[src/rtl/ecc_ng_pkg.sv]
package ecc_ng_pkg;

    localparam int DATA_W   = 32;
    localparam int CHK_W    = 8;
    localparam int CW_W     = DATA_W + CHK_W;
    localparam int NIB_W    = 4;
    localparam int HALF_W   = CHK_W / 2;
    localparam int DATA_NIB = DATA_W / NIB_W;
    localparam int LOW_NIB  = DATA_NIB / 2;

    typedef logic [DATA_W-1:0] data_t;
    typedef logic [CHK_W-1:0]  chk_t;

    typedef enum logic [1:0] {
        DEC_CLEAN     = 2'd0,
        DEC_FIX_DATA  = 2'd1,
        DEC_FIX_CHECK = 2'd2,
        DEC_FATAL     = 2'd3
    } dec_kind_t;

    typedef struct packed {
        data_t     data;
        chk_t      syn;
        dec_kind_t kind;
    } dec_res_t;

    // Even-weight tag of a nibble group; four distinct weight-2 values.
    function automatic logic [HALF_W-1:0] nib_tag(input int n);
        logic [HALF_W-1:0] t;
        case (n % 4)
            0:       t = 4'b0011;
            1:       t = 4'b0101;
            2:       t = 4'b0110;
            default: t = 4'b1001;
        endcase
        return t;
    endfunction

    // Parity-check column of codeword bit i.
    function automatic chk_t col_of(input int i);
        chk_t c;
        int   n;
        int   j;
        logic [HALF_W-1:0] pos;
        if (i >= DATA_W) begin
            c = chk_t'(1) << (i - DATA_W);
        end else begin
            n   = i / NIB_W;
            j   = i % NIB_W;
            pos = HALF_W'(1) << j;
            if (n < LOW_NIB) c = {nib_tag(n), pos};
            else             c = {pos, nib_tag(n - LOW_NIB)};
        end
        return c;
    endfunction

    // Data bits that feed check bit k.
    function automatic data_t row_mask(input int k);
        data_t m;
        chk_t  c;
        m = '0;
        for (int i = 0; i < DATA_W; i++) begin
            c    = col_of(i);
            m[i] = c[k];
        end
        return m;
    endfunction

    function automatic logic is_single(input chk_t s);
        return (s != '0) && ((s & (s - chk_t'(1))) == '0);
    endfunction

endpackage

[src/rtl/ecc_ng_encoder.sv]
module ecc_ng_encoder
    import ecc_ng_pkg::*;
(
    input  data_t data,
    output chk_t  check
);

    for (genvar k = 0; k < CHK_W; k++) begin : g_row
        localparam data_t MASK = row_mask(k);
        assign check[k] = ^(data & MASK);
    end

endmodule

[src/rtl/ecc_ng_decoder.sv]
module ecc_ng_decoder
    import ecc_ng_pkg::*;
(
    input  data_t    raw_data,
    input  chk_t     raw_check,
    output dec_res_t res
);

    chk_t  recomputed;
    chk_t  syn;
    data_t hit;
    logic  chk_hit;

    ecc_ng_encoder u_reenc (
        .data  (raw_data),
        .check (recomputed)
    );

    assign syn = raw_check ^ recomputed;

    for (genvar i = 0; i < DATA_W; i++) begin : g_match
        localparam chk_t COL = col_of(i);
        assign hit[i] = (syn == COL);
    end

    assign chk_hit = is_single(syn);

    always_comb begin
        res.syn  = syn;
        res.data = raw_data;
        if (syn == '0) begin
            res.kind = DEC_CLEAN;
        end else if (hit != '0) begin
            res.kind = DEC_FIX_DATA;
            res.data = raw_data ^ hit;
        end else if (chk_hit) begin
            res.kind = DEC_FIX_CHECK;
        end else begin
            res.kind = DEC_FATAL;
        end
    end

endmodule

[src/rtl/ecc_ng_errlog.sv]
module ecc_ng_errlog
    import ecc_ng_pkg::*;
#(
    parameter int ADDR_W = 32
) (
    input  logic              clk,
    input  logic              rst,
    input  logic              clear,
    input  logic              err_in,
    input  logic              err_ue,
    input  logic [ADDR_W-1:0] err_addr,
    input  chk_t              err_syn,
    output logic              log_valid,
    output logic              log_ue,
    output logic [ADDR_W-1:0] log_addr,
    output chk_t              log_syn,
    output logic              log_ovf
);

    logic capture;

    assign capture = err_in && (clear || !log_valid);

    always_ff @(posedge clk) begin
        if (rst) begin
            log_valid <= 1'b0;
            log_ue    <= 1'b0;
            log_addr  <= '0;
            log_syn   <= '0;
            log_ovf   <= 1'b0;
        end else begin
            if (clear) begin
                log_valid <= err_in;
                log_ovf   <= 1'b0;
            end else if (err_in) begin
                log_valid <= 1'b1;
                if (log_valid) log_ovf <= 1'b1;
            end
            if (capture) begin
                log_ue   <= err_ue;
                log_addr <= err_addr;
                log_syn  <= err_syn;
            end else if (clear) begin
                log_ue   <= 1'b0;
                log_addr <= '0;
                log_syn  <= '0;
            end
        end
    end


    log_hold_chk: assert property (@(posedge clk) disable iff (rst)
        log_valid && !clear |=> log_valid && $stable(log_addr) && $stable(log_syn) && $stable(log_ue));


    ovf_needs_log_chk: assert property (@(posedge clk) disable iff (rst)
        log_ovf |-> log_valid);


    clear_empties_chk: assert property (@(posedge clk) disable iff (rst)
        clear && !err_in |=> !log_valid && !log_ovf);


    first_capture_chk: assert property (@(posedge clk) disable iff (rst)
        !log_valid && err_in |=> log_valid && log_addr == $past(err_addr));

endmodule

[src/rtl/ecc_nibble_guard.sv]
module ecc_nibble_guard
    import ecc_ng_pkg::*;
#(
    parameter int ADDR_W = 32
) (
    input  logic              clk,
    input  logic              rst,
    input  logic [31:0]       wr_data,
    output logic [7:0]        wr_check,
    input  logic              rd_valid,
    input  logic [ADDR_W-1:0] rd_addr,
    input  logic [31:0]       rd_data,
    input  logic [7:0]        rd_check,
    input  logic              log_clear,
    output logic              out_valid,
    output logic [31:0]       out_data,
    output logic              out_ce,
    output logic              out_ue,
    output logic [7:0]        out_syndrome,
    output logic              log_valid,
    output logic              log_ue,
    output logic [ADDR_W-1:0] log_addr,
    output logic [7:0]        log_syndrome,
    output logic              log_overflow
);

    dec_res_t dec;
    logic     dec_ce;
    logic     dec_ue;

    ecc_ng_encoder u_wr_enc (
        .data  (wr_data),
        .check (wr_check)
    );

    ecc_ng_decoder u_dec (
        .raw_data  (rd_data),
        .raw_check (rd_check),
        .res       (dec)
    );

    assign dec_ce = (dec.kind == DEC_FIX_DATA) || (dec.kind == DEC_FIX_CHECK);
    assign dec_ue = (dec.kind == DEC_FATAL);

    always_ff @(posedge clk) begin
        if (rst) begin
            out_valid    <= 1'b0;
            out_data     <= '0;
            out_ce       <= 1'b0;
            out_ue       <= 1'b0;
            out_syndrome <= '0;
        end else begin
            out_valid    <= rd_valid;
            out_data     <= rd_valid ? dec.data : '0;
            out_ce       <= rd_valid && dec_ce;
            out_ue       <= rd_valid && dec_ue;
            out_syndrome <= rd_valid ? dec.syn : '0;
        end
    end

    ecc_ng_errlog #(.ADDR_W(ADDR_W)) u_log (
        .clk       (clk),
        .rst       (rst),
        .clear     (log_clear),
        .err_in    (rd_valid && (dec_ce || dec_ue)),
        .err_ue    (dec_ue),
        .err_addr  (rd_addr),
        .err_syn   (dec.syn),
        .log_valid (log_valid),
        .log_ue    (log_ue),
        .log_addr  (log_addr),
        .log_syn   (log_syndrome),
        .log_ovf   (log_overflow)
    );


    clean_pass_chk: assert property (@(posedge clk) disable iff (rst)
        out_valid && out_syndrome == '0 |-> out_data == $past(rd_data) && !out_ce && !out_ue);


    single_flip_chk: assert property (@(posedge clk) disable iff (rst)
        out_valid && out_ce |-> $countones(out_data ^ $past(rd_data)) <= 1);


    raw_on_fatal_chk: assert property (@(posedge clk) disable iff (rst)
        out_valid && out_ue |-> out_data == $past(rd_data) && !out_ce);


    idle_quiet_chk: assert property (@(posedge clk) disable iff (rst)
        !out_valid |-> !out_ce && !out_ue);

endmodule

[config.mk]
export PLATFORM = sky130hd
export DESIGN_NAME = ecc_nibble_guard
export DESIGN_NICKNAME = d
export VERILOG_FILES = /design/src/rtl/ecc_ng_pkg.sv /design/src/rtl/ecc_ng_encoder.sv /design/src/rtl/ecc_ng_decoder.sv /design/src/rtl/ecc_ng_errlog.sv /design/src/rtl/ecc_nibble_guard.sv
export SDC_FILE = /design/constraint.sdc
export NUM_CORES = 1
export LEC_CHECK = 0
export ABC_AREA = 1
export CAP_MARGIN = 15
export CORE_MARGIN = 2
export CORE_UTILIZATION = 35
export DETAILED_ROUTE_END_ITERATION = 8
export PLACE_DENSITY_LB_ADDON = 0.12
export REMOVE_ABC_BUFFERS = 1
export SYNTH_ARGS = -nofsm -noshare
export SYNTH_HDL_FRONTEND = slang
export SYNTH_HIERARCHICAL = 1
export SYNTH_SLANG_ARGS = --single-unit
[constraint.sdc]
create_clock -name clk -period 3 [get_ports clk]
set_input_delay 0.3 -clock clk [delete_from_list [all_inputs] [get_ports clk]]
set_output_delay 0.3 -clock clk [all_outputs]
set_load 0.01 [all_outputs]
* Word level (Yosys, flattened, before mapping)
Index checks and enable logic that the tools add are counted.
** Storage, ports and cells
- Bits in registers :: 86
- Input bits :: 108
- Output and inout bits :: 94
- Logic and storage cells :: 97
** Operators by class
- $add $sub $neg :: 1
- Equality and inequality tests :: 35
- Mux-type cells :: 13
- Bitwise logic cells :: 4
- Reduce and logical (&&, ||, !) cells :: 34
** Operators by type and width (count)
- 32-bit XOR reduction :: 16
- 32-bit 2-to-1 mux :: 4
- 8-bit by 7-bit == test with 1-bit output (second input constant) :: 12
- 8-bit by 6-bit == test with 1-bit output (second input constant) :: 8
- 8-bit == test (second input constant) :: 8
- 8-bit by 5-bit == test with 1-bit output (second input constant) :: 4
- 32-bit nonzero test :: 1
- 32-bit bitwise XOR :: 1
- 8-bit zero test :: 2
- 8-bit 2-to-1 mux :: 2
- 8-bit AND :: 1
- 8-bit nonzero test :: 1
- 8-bit by 1-bit subtractor with 8-bit output (second input constant) :: 1
- 8-bit bitwise XOR :: 1
- 1-bit logical AND :: 5
- 1-bit 2-to-1 mux :: 5
- 2-bit == test (second input constant) :: 2
- 2-bit 2-to-1 mux :: 2
- 2-bit nonzero test :: 2
- 2-bit OR reduction :: 2
- 1-bit logical OR :: 3
- 2-bit by 1-bit == test with 1-bit output (second input constant) :: 1
- 2-bit AND reduction :: 1
- 1-bit zero test :: 1
- 1-bit NOT :: 1

* Longest topological paths before layout
Gate-level depths: netlist of run 1.
- Depth in word-level cells :: 15
- Depth in mapped cells :: 31
- Mapped depth without buffers :: 29

* By module
The synthesis of run 1 kept the hierarchy.
** Modules (own cells, without submodules)
- ecc_ng_encoder :: times used 2, cells each 258, area an instance 1197.4 sq um, sequential area each 0.0 sq um
- ecc_ng_errlog :: times used 1, cells each 195, area an instance 1599.0 sq um, sequential area each 860.8 sq um
- ecc_nibble_guard :: times used 1, cells each 140, area an instance 1372.6 sq um, sequential area each 860.8 sq um
- ecc_ng_decoder :: times used 1, cells each 210, area an instance 1112.3 sq um, sequential area each 0.0 sq um

* Least setup slack after synthesis of run 1
OpenSTA, ideal clock, no wires.
- Path type :: input to register
- From :: input port rd_data[24]
- To :: register u_log.log_addr[0]
- Setup time :: 70 ps
- Data arrival time :: 2668 ps
- Required time :: 2930 ps
- Setup slack :: 261 ps
- Cell stages on the path :: 27
- Path buffers :: 3
- Path through :: buf_2 -> xor2_1 -> nand2_1 -> nand2_1 -> nand2_1 -> nand2_1 -> nand2_1 -> nand2_1 -> nand2_1 -> nand2_4 -> nand2_4 -> nor2_2 -> nand2_2 -> nand2_1 -> nor2_1 -> nand2_1 -> nor2_1 -> nand2_1 -> nor2_2 -> inv_1 -> ha_1 -> nor2_1 -> buf_6 -> a21oi_4 -> buf_6 -> nand2_1 -> a21oi_1
** RTL lines
- start, declared :: RTL line ecc_nibble_guard.sv:12 : input logic [31:0] rd_data,
- end signal, assigned :: RTL line ecc_ng_errlog.sv:41 : log_addr <= err_addr;
- end, declared :: RTL line ecc_ng_errlog.sv:15 : output logic [ADDR_W-1:0] log_addr,

==> results of run 1 <==
==> layout make-up <==
cell class              instances  area, um^2  share of cell area
clock inverters                 7       85.08            0.008093
multi-input cells             801        4571              0.4348
well taps                     229       286.5             0.02726
flip-flops and latches         86        1722              0.1638
repair buffers                327        3043              0.2895
clock buffers                   9       225.2             0.02142
inverters                     148       580.6             0.05522
==> power by group through the flow <==
stage | Sequential [uW] | Combinational [uW] | Clock, uW
floorplan | 1300 | 860 | 0
global placement | 1260 | 1630 | 0
detailed placement | 1260 | 1640 | 0
CTS | 1240 | 1780 | 1230
global route | 1240 | 2150 | 1270
finish | 1240 | 1970 | 1190
==> path summary, 6_finish.rpt <==
check,to,cells after the start,startpoint
max reg2reg,u_log/log_addr[25]$_SDFFE_PP0P_,3,u_log/log_valid$_SDFFE_PP0P_
min,out_syndrome[0]$_SDFF_PP0_,4,rst
min reg2reg,u_log/log_syn[5]$_SDFFE_PP0P_,2,u_log/log_syn[5]$_SDFFE_PP0P_
max,u_log/log_addr[12]$_SDFFE_PP0P_,24,rd_data[18]
==> sequential cells by signal, indices dropped and copies added, names as in the netlist <==
name / flops
out_ce: 1
u_log/log_ue: 1
out_syndrome: 8
u_log/log_ovf: 1
out_ue: 1
out_valid: 1
u_log/log_valid: 1
u_log/log_addr: 32
u_log/log_syn: 8
out_data: 32
==> Yosys cell counts (5+ instances only) <==
library cell / instances / area share
nand2_1: 442 / 0.26
inv_1: 121 / 0.070
dfxtp_1: 86 / 0.27
xnor2_1: 68 / 0.092
nand3_1: 54 / 0.042
nor2_2: 53 / 0.051
nand2_2: 46 / 0.044
nor2_1: 44 / 0.025
a21oi_1: 42 / 0.032
xor2_1: 26 / 0.035
inv_2: 23 / 0.013
buf_6: 11 / 0.019
buf_2: 10 / 0.0077
nand2_4: 7 / 0.012
clkbuf_1: 5 / 0.0029
==> logic make-up after synthesis <==
kind of cell    count (synthesis)
fa+ha+maj                       2
flops                          86
compound gates                 50
simple gates                  651
xor+xnor                       98
buf+inv                       174
==> worst min-delay path, delay by kind of cell <==
| family | cells | cell delay, ns |
|---|---|---|
| buffers and inverters | 2 | 0.15 |
| AND/OR/NAND/NOR | 2 | 0.15 |
==> routing by layer <==
metal / GRT usage / up-vias / wire [um]
met5: 0 / - / 0
met4: 0.04891 / 0 / 277
met3: 0.04444 / 21 / 1307
met2: 0.3052 / 198 / 9156
met1: 0.2603 / 3115 / 9228
li1: - / 3792 / -
==> through the flow <==
step                      power (uW)  instance area, um^2
after floorplan                 2155                 6286
after global placement          2897                 9328
after detailed placement        2907                 9328
after CTS                       4246                10010
after global routing            4662                10510
final                           4396                10510
==> timing repair <==
action / in CTS / in global routing
setup endpoints to repair: 43 / 45
buffers inserted: 19 / 12
pin swaps: 13 / 81
resized for setup: 107 / 263
gates cloned: 1 / 2
==> impl_metrics.csv, run 1 <==
group,metric,value,unit
sta,maxSlewHeadroom,0.4780,
floorplan,die_area,0.01962,mm^2
sta,fmax,341.2,MHz
cts,cts_num_sinks,86,
layout,diodes,0,
layout,final_nets,1483,
power,seqPwrFrac,0.282,
sta,hold_slack,0.2823,ns
synth,synth_cells,1061,
floorplan,row_count,49,
synth,synth.area.mux_share,0,
sta,tightest_slew,0.7802,ns
cts,h-tree-depth,3,
synth,yosysWarnings,6,
layout,drive_gt1_frac,0.3157,
layout,syn2layout_area_growth,62.26,%
synth,yosys.area_share.adder,0.003862,
power,pwr_density_cell,418.2,mW/mm^2
sta,grt_setup_unrepaired,"yes",
detailed_routing,drtIter0Drc,343,
detailed_routing,routed_wl,19970,um
cts,clk_pin_slew,0.07,ns
floorplan,coreArea,0.01809,mm^2
synth,ys_seq_area_frac,0.2657,
sta,setup_tns,0,ns
detailed_routing,wl_per_cell,12.43,um
floorplan,start_util,0.3582,
detailed_routing,drc_errors,16,
power,switching_power,1608,uW
critical_path,critPathMaxStageDelay,0.32,ns
sta,fin_crit_sh,0.9769,
synth,synth_top_family_by_area,"simple AND/OR/NAND/NOR gates",
grt,grt_max_degree,46,
synth,async_reset_ff_frac,0,
power,ir_drop,0.2768,mV
critical_path,endpoint_kind,"flip-flop",
synth,synthSimpleGateAreaFrac,0.4357,
power,internal_power,2788,uW
placement,gp_congestion,0.8653,
cts,insertion_delay,0.35,ns
cts,cts-buffers-inserted,9,
cts,cts_tree,"built",
layout,final_cells,1607,
placement,io_buffer_count,201,
status,violations,"DRC",
grt,grt.total_usage,0.1909,
layout,fillers,1750,
power,clock_power_share,0.271,
placement,dp_slack,-0.7948,ns
floorplan,die_h,140.1,um
synth,synth_compound_area_frac,0.04210,
critical_path,crit_fanout,13,
synth,synth-edff-count,0,
floorplan,die_w,140.1,um
synth,synth_cell_types,25,
detailed_routing,vias,7126,
sta,hold_viol,0,
critical_path,crit_chain,"buf_4, xnor2_2, xnor2_2, nand3_1, nand2_2, inv_2, nand2_1, nand2_1, nand2_2, nor2_4, nand2_2, nand2_2, nor2_2, nand2_1, nor2_1, nand2_1, nor2_2, inv_2, ha_4, nor2_4, buf_4, buf_16, nand3_1, a21oi_2",
power,power_leakage,0.005246,uW
synth,synth-xor-area-share,0.1371,
sta,worst_slack,0.06922,ns
critical_path,path_delay_family,"simple AND/OR/NAND/NOR gates",
synth,synth_area_per_cell,6.106,um^2
critical_path,arrival,3.22,ns
flow_run,max-cap-violations,0,
detailed_routing,vias_per_cell,4.434,
sta,fin_skew,0.004086,ns
hold_path,hp-class,"in -> reg",
placement,hpwlAfterDp,14750,um
cts,cts_max_path_buffers,2,
power,netSwitchingFraction,0.3657,
detailed_routing,ant_nets,0,
grt,gr-total-overflow,0,
critical_path,crit_path_top_delay_cell,"xnor2_2",
critical_path,crit_type,"in -> reg",
critical_path,required,3.29,ns
cts,cts-root-buf,"clkbuf_16",
floorplan,io_pins,202,
grt,grt_pass1_vias,6231,
sta,maxSlewViolCount,0,
power,share_comb_of_total_power,0.447,
sta,setup_viol,0,
status,outcome,"complete, but fails checks",
synth,synth_ff_type,"dfxtp_1",
grt,antenna_found_initial,0,
layout,layout_common_cells,"381 x nand2_1, 168 x clkdlybuf4s50_1, 122 x buf_4",
grt,grt_pass1_wl,30490,um
synth,syn_area,0.006479,mm^2
synth,ys_seq_elements,86,
layout,fin_util,0.5813,
critical_path,r2r_setup_slack,1.58,ns
critical_path,cp-start-kind,"primary input",
cts,ctsHoldBuffers,0,
layout,mostFrequentLayoutCell,"nand2_1",
sta,finalCriticalPeriod,2.931,ns
placement,dp_cells,1557,
critical_path,cp_num_buf_inv,5,
detailed_routing,dr.pass1.iters,8,
Note: power is estimated with default switching activity, not from simulation.
==> inputs of run 2 (changes only) <==
- CORE_MARGIN: 2 -> 1.5
- TNS_END_PERCENT: unset -> 100
==> run 2 against run 1 <==
Effect of this change:
- power decreased by 0.85%
- cell count shrank 0.68%
- wire length up 1.1%
- largest cell class unchanged
- first-iteration DRC count rose by 17%
- critical path type unchanged
- critical endpoint is now u_log/log_addr[31]$_SDFFE_PP0P_
- register-to-register slack worse by 0.03 ns
- non-clock buffer count down 10
- die area is 1.4% lower
- combinational power about the same
- the run still ends with DRC left
- clock-buffer cell count unchanged
==> impl_metrics.csv, run 2 (synthesized netlist as in run 1, its figures left out) <==
group,metric,value,unit
status,outcome,"complete, but fails checks",
floorplan,coreArea,0.01809,mm^2
power,pwr_density_cell,416.4,mW/mm^2
detailed_routing,drtIter0Drc,401,
status,violations,"DRC",
cts,cts-root-buf,"clkbuf_16",
power,clock_power_share,0.263,
critical_path,r2r_setup_slack,1.55,ns
critical_path,crit_type,"in -> reg",
cts,insertion_delay,0.35,ns
critical_path,arrival,3.28,ns
layout,fillers,1747,
sta,maxSlewHeadroom,0.4676,
sta,maxSlewViolCount,0,
cts,cts_tree,"built",
placement,hpwlAfterDp,14790,um
grt,antenna_found_initial,0,
layout,diodes,0,
floorplan,row_count,49,
power,p_total,4359,uW
floorplan,start_util,0.3582,
layout,syn2layout_area_growth,61.55,%
detailed_routing,ant_nets,0,
power,switching_power,1602,uW
detailed_routing,routed_wl,20190,um
layout,drive_gt1_frac,0.3226,
floorplan,io_pins,202,
layout,final_area,0.01047,mm^2
sta,hold_viol,0,
critical_path,cp_num_buf_inv,9,
placement,io_buffer_count,201,
power,ir_drop,0.2797,mV
critical_path,crit_path_frequent_cell,"nand2_2",
cts,h-tree-depth,3,
detailed_routing,wl_per_cell,12.65,um
grt,grt_pass1_wl,31340,um
hold_path,min_to,"out_data[3]$_SDFF_PP0_",
sta,fmax,333.5,MHz
grt,grt_max_degree,46,
grt,grt_pass1_vias,6404,
grt,gr-total-overflow,0,
power,netSwitchingFraction,0.3675,
critical_path,path_delay_family,"simple AND/OR/NAND/NOR gates",
cts,ctsHoldBuffers,0,
power,power_leakage,0.005246,uW
cts,cts_num_sinks,86,
critical_path,regToRegStartpoint,"u_log/log_valid$_SDFFE_PP0P_",
placement,placed_cell_area,0.009303,mm^2
critical_path,cp-start-kind,"primary input",
sta,tightest_slew,0.7959,ns
critical_path,crit_fanout,6,
hold_path,hp-class,"in -> reg",
layout,final_nets,1473,
cts,cts_max_path_buffers,2,
critical_path,startpoint,"rd_data[1]",
floorplan,die_h,139.1,um
layout,top_regs,"out_data x32, u_log/log_addr x32",
floorplan,die_w,139.1,um
sta,setup_viol,0,
floorplan,die_area,0.01934,mm^2
layout,fin_util,0.5787,
critical_path,r2r_cells,3,
power,share_comb_of_total_power,0.452,
critical_path,rr_endpoint,"u_log/log_addr[27]$_SDFFE_PP0P_",
detailed_routing,dr.pass1.iters,7,
layout,layout_common_cells,"356 x nand2_1, 168 x clkdlybuf4s50_1, 108 x inv_1",
critical_path,cp.depth,31,
sta,setup_tns,0,ns
detailed_routing,vias,7081,
detailed_routing,drc_errors,17,
detailed_routing,vias_per_cell,4.437,
sta,grt_setup_unrepaired,"yes",
hold_path,whs_path_depth,4,
hold_path,min_from,"rd_data[3]",
layout,mostFrequentLayoutCell,"nand2_1",
sta,fin_skew,0.003201,ns
flow_run,max-cap-violations,0,
sta,finalCriticalPeriod,2.999,ns
cts,cts-buffers-inserted,9,
power,seqPwrFrac,0.285,
cts,clk_pin_slew,0.07,ns
critical_path,crit_path_top_delay_cell,"ha_2",
critical_path,critPathMaxStageDelay,0.18,ns
grt,grt.total_usage,0.2009,
power,internal_power,2757,uW
critical_path,endpoint_kind,"flip-flop",
placement,gp_congestion,0.8531,
critical_path,required,3.28,ns
sta,fin_crit_sh,0.9996,
[run 2: what timing repair did]
action | CTS | global route
gates resized for setup | 137 | 218
pin swaps | 41 | 107
hold endpoints to repair | 0 | 0
buffers inserted | 16 | 15
cloned | 2 | 1
setup endpoints to repair | 43 | 43
[run 2: worst max path at each step]
| stage | slack (ns) | to |
|---|---|---|
| 2_1_floorplan | -1.23 | u_log/log_addr[0]$_SDFFE_PP0P_ |
| 3_3_place_gp | -0.74 | u_log/log_addr[9]$_SDFFE_PP0P_ |
| 3_5_place_dp | -0.76 | u_log/log_addr[16]$_SDFFE_PP0P_ |
| 4_1_cts | -0.03 | u_log/log_addr[16]$_SDFFE_PP0P_ |
| 5_1_grt | -0.15 | u_log/log_syn[2]$_SDFFE_PP0P_ |
| 6_report | 0.001 | u_log/log_addr[31]$_SDFFE_PP0P_ |
[run 2: worst reg2reg max path, delay by kind of cell (launching register included)]
kind	cells	cell delay, ns
compound gates	1	0.20
simple gates	2	0.84
flops	1	0.34
[run 2: metal layers]
layer / GRT usage / vias up / wire, um
met5: 0 / - / 0
met4: 0.05599 / 0 / 285
met3: 0.03867 / 20 / 1141
met2: 0.3247 / 195 / 9295
met1: 0.2726 / 3106 / 9465
li1: - / 3760 / -
[run 2: through the flow]
step	setup slack, ns	hold slack, ns	std cells
2_1_floorplan	-1.231	0.3691	1035
3_3_place_gp	-0.7449	0.4480	1552
3_5_place_dp	-0.7623	0.4539	1552
4_1_cts	-0.03330	0.3866	1583
5_1_grt	-0.1493	0.3331	1596
6_report	0.001144	0.3103	1596
[run 2: cell type report]
| class | instances | area (um^2) | area share |
|---|---|---|---|
| multi-input cells | 801 | 4686 | 0.4477 |
| repair buffers | 317 | 2917 | 0.2787 |
| flip-flops and latches | 86 | 1722 | 0.1645 |
| inverters | 148 | 558.0 | 0.05332 |
| well taps | 229 | 286.5 | 0.02738 |
| clock buffers | 9 | 225.2 | 0.02152 |
| clock inverters | 6 | 72.57 | 0.006934 |
[run 2: power groups by stage]
stage          clock network, uW  registers, uW  logic, uW
2_1_floorplan                  0           1300        860
3_3_place_gp                   0           1260       1640
3_5_place_dp                   0           1260       1650
4_1_cts                     1180           1240       1790
5_1_grt                     1230           1250       2150
6_report                    1150           1240       1970
